--- src/rtl/sprite_dma_pkg.sv ---
package sprite_dma_pkg;
  typedef enum logic [1:0] {
    ST_OFF  = 2'd0,
    ST_ARM  = 2'd1,
    ST_MOVE = 2'd2
  } dma_state_e;
endpackage

--- src/rtl/dma_seq.sv ---
module dma_seq
  import sprite_dma_pkg::*;
#(
  parameter int unsigned STARTUP   = 4,
  parameter int unsigned SLOT_CLKS = 4,
  parameter int unsigned XFER_LEN  = 160
) (
  input  logic clk_i,
  input  logic rst_ni,
  input  logic start_i,
  output logic busy_o,
  output logic rd_slot_o,
  output logic cap_slot_o,
  output logic wr_slot_o,
  output logic done_o
);
  localparam int unsigned RUN_CYC = STARTUP + XFER_LEN * SLOT_CLKS;
  localparam int unsigned CNT_W   = $clog2(RUN_CYC + 1);
  localparam int unsigned PH_W    = $clog2(SLOT_CLKS);

  dma_state_e       state_q;
  logic [CNT_W-1:0] cnt_q;
  logic [PH_W-1:0]  ph_q;
  logic             done_q;

  always_ff @(posedge clk_i or negedge rst_ni) begin
    if (!rst_ni) begin
      state_q <= ST_OFF;
      cnt_q   <= '0;
      ph_q    <= '0;
      done_q  <= 1'b0;
    end else begin
      done_q <= 1'b0;
      if (start_i) begin
        // restart wins over completion in the same cycle
        state_q <= ST_ARM;
        cnt_q   <= '0;
        ph_q    <= '0;
      end else begin
        case (state_q)
          ST_ARM: begin
            cnt_q <= cnt_q + 1'b1;
            if (cnt_q == CNT_W'(STARTUP - 1)) state_q <= ST_MOVE;
          end
          ST_MOVE: begin
            ph_q <= ph_q + 1'b1;
            if (cnt_q == CNT_W'(RUN_CYC - 1)) begin
              state_q <= ST_OFF;
              cnt_q   <= '0;
              done_q  <= 1'b1;
            end else begin
              cnt_q <= cnt_q + 1'b1;
            end
          end
          default: ;
        endcase
      end
    end
  end

  assign busy_o     = (state_q != ST_OFF);
  assign rd_slot_o  = (state_q == ST_MOVE) && (ph_q == PH_W'(0));
  assign cap_slot_o = (state_q == ST_MOVE) && (ph_q == PH_W'(1));
  assign wr_slot_o  = (state_q == ST_MOVE) && (ph_q == PH_W'(2));
  assign done_o     = done_q;
endmodule

--- src/rtl/dma_addr.sv ---
module dma_addr #(
  parameter int unsigned ADDR_W    = 16,
  parameter int unsigned OFF_W     = 8,
  parameter int unsigned DEST_PAGE = 'hFE
) (
  input  logic                    clk_i,
  input  logic                    rst_ni,
  input  logic                    clear_i,
  input  logic                    step_i,
  input  logic [ADDR_W-OFF_W-1:0] page_i,
  output logic [ADDR_W-1:0]       rd_addr_o,
  output logic [ADDR_W-1:0]       wr_addr_o
);
  localparam int unsigned PAGE_W = ADDR_W - OFF_W;

  logic [OFF_W-1:0] off_q;

  always_ff @(posedge clk_i or negedge rst_ni) begin
    if (!rst_ni)      off_q <= '0;
    else if (clear_i) off_q <= '0;
    else if (step_i)  off_q <= off_q + 1'b1;
  end

  assign rd_addr_o = {page_i, off_q};
  assign wr_addr_o = {PAGE_W'(DEST_PAGE), off_q};
endmodule

--- src/rtl/dma_buf.sv ---
module dma_buf #(
  parameter int unsigned DATA_W = 8
) (
  input  logic              clk_i,
  input  logic              rst_ni,
  input  logic              cap_i,
  input  logic [DATA_W-1:0] d_i,
  output logic [DATA_W-1:0] q_o
);
  always_ff @(posedge clk_i or negedge rst_ni) begin
    if (!rst_ni)    q_o <= '0;
    else if (cap_i) q_o <= d_i;
  end
endmodule

--- src/rtl/sprite_dma.sv ---
module sprite_dma #(
  parameter int unsigned ADDR_W    = 16,
  parameter int unsigned DATA_W    = 8,
  parameter int unsigned OFF_W     = 8,
  parameter int unsigned XFER_LEN  = 160,
  parameter int unsigned STARTUP   = 4,
  parameter int unsigned SLOT_CLKS = 4,
  parameter int unsigned DEST_PAGE = 'hFE
) (
  input  logic                    clk_i,
  input  logic                    rst_ni,
  input  logic                    cfg_we_i,
  input  logic [ADDR_W-OFF_W-1:0] cfg_wdata_i,
  output logic [ADDR_W-OFF_W-1:0] cfg_rdata_o,
  output logic                    rd_req_o,
  output logic [ADDR_W-1:0]       rd_addr_o,
  input  logic [DATA_W-1:0]       rd_data_i,
  output logic                    wr_en_o,
  output logic [ADDR_W-1:0]       wr_addr_o,
  output logic [DATA_W-1:0]       wr_data_o,
  output logic                    busy_o,
  output logic                    done_o
);
  localparam int unsigned PAGE_W = ADDR_W - OFF_W;

  logic [PAGE_W-1:0] ctrl_q;
  logic              cap_slot, wr_slot;

  always_ff @(posedge clk_i or negedge rst_ni) begin
    if (!rst_ni)       ctrl_q <= '0;
    else if (cfg_we_i) ctrl_q <= cfg_wdata_i;
  end
  assign cfg_rdata_o = ctrl_q;

  dma_seq #(
    .STARTUP  (STARTUP),
    .SLOT_CLKS(SLOT_CLKS),
    .XFER_LEN (XFER_LEN)
  ) u_seq (
    .clk_i     (clk_i),
    .rst_ni    (rst_ni),
    .start_i   (cfg_we_i),
    .busy_o    (busy_o),
    .rd_slot_o (rd_req_o),
    .cap_slot_o(cap_slot),
    .wr_slot_o (wr_slot),
    .done_o    (done_o)
  );

  dma_addr #(
    .ADDR_W   (ADDR_W),
    .OFF_W    (OFF_W),
    .DEST_PAGE(DEST_PAGE)
  ) u_addr (
    .clk_i    (clk_i),
    .rst_ni   (rst_ni),
    .clear_i  (cfg_we_i),
    .step_i   (wr_slot),
    .page_i   (ctrl_q),
    .rd_addr_o(rd_addr_o),
    .wr_addr_o(wr_addr_o)
  );

  dma_buf #(
    .DATA_W(DATA_W)
  ) u_buf (
    .clk_i (clk_i),
    .rst_ni(rst_ni),
    .cap_i (cap_slot),
    .d_i   (rd_data_i),
    .q_o   (wr_data_o)
  );

  assign wr_en_o = wr_slot;
endmodule

--- config.mk ---
export PLATFORM = sky130hd
export DESIGN_NAME = sprite_dma
export DESIGN_NICKNAME = d
export VERILOG_FILES = /design/src/rtl/sprite_dma_pkg.sv /design/src/rtl/dma_seq.sv /design/src/rtl/dma_addr.sv /design/src/rtl/dma_buf.sv /design/src/rtl/sprite_dma.sv
export SDC_FILE = /design/constraint.sdc
export NUM_CORES = 1
export LEC_CHECK = 0
export BUFFER_PORTS_ARGS = -buffer_cell sky130_fd_sc_hd__buf_2
export CAP_MARGIN = 20
export CORE_MARGIN = 2
export CORE_UTILIZATION = 50
export CTS_CLUSTER_DIAMETER = 150
export DETAILED_ROUTE_END_ITERATION = 12
export HOLD_SLACK_MARGIN = 0.15
export PLACE_DENSITY = 0.8
export REMOVE_ABC_BUFFERS = 1
export SYNTH_ARGS = -nofsm -noshare
export SYNTH_HDL_FRONTEND = slang
export SYNTH_HIERARCHICAL = 1
export SYNTH_SLANG_ARGS = --single-unit
--- constraint.sdc ---
create_clock -name clk_i -period 3 [get_ports clk_i]
set_clock_uncertainty 0.1 [all_clocks]
set_input_delay 0.15 -clock clk_i [delete_from_list [all_inputs] [get_ports clk_i]]
set_output_delay 0.15 -clock clk_i [all_outputs]
set_load 0.01 [all_outputs]
==> flow_metrics.env <==
export IMPL_status="complete, no violations"
export IMPL_reg2reg_to="u_seq/cnt_q[0]"
export IMPL_viasPerCell=5.09
export IMPL_crit_chain="ha_1, nor4b_1, a41o_1, nor3_1, a21o_1"
export IMPL_timing_rr_start="u_seq/cnt_q[0]"
export IMPL_rr_worst_depth=5
export IMPL_ioPinCount=71
export IMPL_post_route_util_pct=62.9
export IMPL_p_comb_share_pct=18.1
export IMPL_worstSetupPathType="flop to flop"
export IMPL_post_cts_buffers=0
export IMPL_cts_max_path_buffers=2
export IMPL_cp_slowest_cell="a41o_1"
export IMPL_grt_ovfl_total=0
export IMPL_p_leak_nw=1.25
export IMPL_min_period_ns=2.08
export IMPL_fmax_mhz=481
export IMPL_synth_yosys_warnings=6
export IMPL_cts_buffers_inserted=5
export IMPL_io_buffers=62
export IMPL_diodes=0
export IMPL_final_cell_mix="buf_2, dfrtp_1, dlygate4sd3_1"
export IMPL_grt_pass1_vias=1325
export IMPL_cp_top_family="compound AO/OA/AOI/OAI gates"
export IMPL_crit_fanout=10
export IMPL_worst_pin_slew_ns=0.830
export IMPL_stdcell_count=295
export IMPL_grt_pass1_wl_mm=5.89
export IMPL_switching_share_pct=29.2
export IMPL_clock_power_share_pct=29.8
export IMPL_synth_seq_cells=39
export IMPL_ys_seq_area_share_pct=46.8
export IMPL_cts_sinks=39
export IMPL_gp_congestion=0.715
export IMPL_switching_power_mw=0.339
export IMPL_antenna_found_initial=0
export IMPL_drcViolationCount=0
export IMPL_power_density_nw_per_um2=462
export IMPL_crit_cells=5
export IMPL_fin_area_um2=2510
export IMPL_clk_pin_slew_ns=0.08
export IMPL_drive_above_1_share_pct=37.6
export IMPL_power_internal_mw=0.822
export IMPL_min_delay_start="cfg_we_i"
export IMPL_dp_cells=270
export IMPL_rsz0062_at_grt="false"
export IMPL_crit_buf_inv=0
export IMPL_syn_inst=182
export IMPL_hold_viol_final=0
export IMPL_start_util_pct=52.1
export IMPL_num_vias=1502
export IMPL_die_width_um=68.6
export IMPL_grt_max_degree=40
export IMPL_slowest_delay_ns=0.48
export IMPL_routed_wl_mm=3.84
export IMPL_place_area_um2=2260
export IMPL_max_slew_margin_pct=44.7
export IMPL_num_fill_cells=326
export IMPL_coreArea_um2=4000
export IMPL_num_rows=23
export IMPL_htree_num_levels=2
export IMPL_cts_tree="done"
export IMPL_die_area_um2=4700
export IMPL_dpl_hpwl_mm=2.58
export IMPL_dr_pass1_iters=4
export IMPL_wire_per_inst_um=13.0
export IMPL_ir_drop_mv=0.296
export IMPL_layout_commonest_cell="buf_2"
export IMPL_report_final_slew_viol_count=0
export IMPL_fin_total_pwr_mw=1.16
export IMPL_grt_usage_pct=16.6
export IMPL_syn_avg_cell_area_um2=11.4
export IMPL_crit_path_end_kind="flop"
export IMPL_worstPathRequired_ns=3.08
export IMPL_cp_arrival_ns=2.16
export IMPL_antenna_left=0
export IMPL_syn_area_um2=2080
export IMPL_drtIter0Drc=54
export IMPL_setup_tns_ns=0
export IMPL_clock_latency_ns=0.29
export IMPL_root_buffer="clkbuf_8"
export IMPL_maxCapViolations=0
export IMPL_die_h_um=68.6
export IMPL_fin_nets=268
export IMPL_start_kind="flop"
export IMPL_period_share_pct=69.4
export IMPL_reg2reg_slack_ns=0.92
export IMPL_worstSetupEndpoint="u_seq/cnt_q[0]"
export IMPL_hold_path_class="primary input to flop"
export IMPL_area_growth_pct=20.7
export IMPL_synth_cell_types=39
export IMPL_setup_viol=0
export IMPL_crit_start="u_seq/cnt_q[0]"
export IMPL_p_seq_share_pct=52.1
[state kept, by name, summed over array words and instances, names as in the netlist]
name,count
u_seq/cnt_q,10
cfg_rdata_o,8
u_addr/off_q,8
u_buf/q_o,8
u_seq/ph_q,2
u_seq/state_q,2
u_seq/done_o,1
[worst min-delay path by stage]
stage,depth (start not counted),to,slack (ns)
floorplan,0,cfg_rdata_o[0],-0.25
global placement,1,cfg_rdata_o[3],0.20
detailed placement,1,cfg_rdata_o[3],0.22
CTS,2,u_addr/off_q[0],0.30
global route,2,u_seq/ph_q[0],0.34
finish,2,u_addr/off_q[0],0.31
[logic make-up after synthesis]
| kind of cell | synth area share [%] |
|---|---|
| adders and majority gates | 3.00 |
| and+or+nand+nor | 11.8 |
| xor gates and xnor gates | 4.99 |
| DFF | 46.8 |
| AOI/OAI and AO/OA | 9.61 |
| muxes | 12.0 |
| other | 0.360 |
| buffers and inverters | 11.4 |
[synth_stat cells, drive strengths merged]
master / instances / area share, %
dfrtp: 39 / 47
buf: 29 / 11
mux2: 16 / 12
nor2: 14 / 2.5
o21ai: 10 / 2.4
xor2: 9 / 4.1
a21oi: 8 / 2.1
nand2: 6 / 1.1
or3: 6 / 1.8
ha: 5 / 3.0
and2: 4 / 1.2
o2111ai: 4 / 2.5
nand3: 3 / 0.72
nand4: 3 / 0.90
nor3: 3 / 0.72
clkbuf: 2 / 0.36
conb: 2 / 0.36
inv: 2 / 0.36
nand2b: 2 / 0.60
o211ai: 2 / 0.96
xnor2: 2 / 0.84
a21o: 1 / 0.36
a41o: 1 / 0.48
and3: 1 / 0.30
and4: 1 / 0.42
and4b: 1 / 0.48
mux2i: 1 / 0.48
nor2b: 1 / 0.30
nor4b: 1 / 0.42
o21bai: 1 / 0.36
o41ai: 1 / 0.42
or2: 1 / 0.30
[cell type report]
cell class / count / area (um2) / area share [%]
sequential: 39 / 976 / 38.8
multi-input combinational: 116 / 892 / 35.5
timing repair buffer: 80 / 488 / 19.4
clock buffer: 5 / 68.8 / 2.74
tap: 50 / 62.6 / 2.49
clock inverter: 3 / 20.0 / 0.796
inverter: 2 / 7.51 / 0.299
[metal layers]
layer	wire [um]	GRT usage, %
met5	0	0
met4	21	3.00
met3	215	3.90
met2	1940	26.9
met1	1670	23.0
[metrics by stage]
stage               worst slack, ns  hold WS (ns)
floorplan                      1.00        -0.246
global route                  0.747         0.340
finish                        0.919         0.307
global placement               1.03         0.202
CTS                           0.955         0.298
detailed placement            0.985         0.216
[worst register-to-register path: cells and delay by family, from the launching register on]
family / cells / cell delay, ns
flops: 1 / 0.45
fa+ha+maj: 1 / 0.24
simple gates: 2 / 0.56
compound gates: 2 / 0.64
[repair_timing]
| item | CTS | global route |
|---|---|---|
| gates resized for setup | 0 | 0 |
| hold endpoints to repair | 55 | 0 |
| hold buffers | 17 | 0 |
[power by group through the flow]
stage | clock network, mW | registers [mW] | logic (mW)
4_1_cts | 0.359 | 0.605 | 0.211
6_report | 0.346 | 0.605 | 0.210
3_3_place_gp | 0 | 0.613 | 0.190
5_1_grt | 0.383 | 0.612 | 0.239
2_1_floorplan | 0 | 0.620 | 0.106
3_5_place_dp | 0 | 0.615 | 0.193
(Power assumes the default switching activity.)
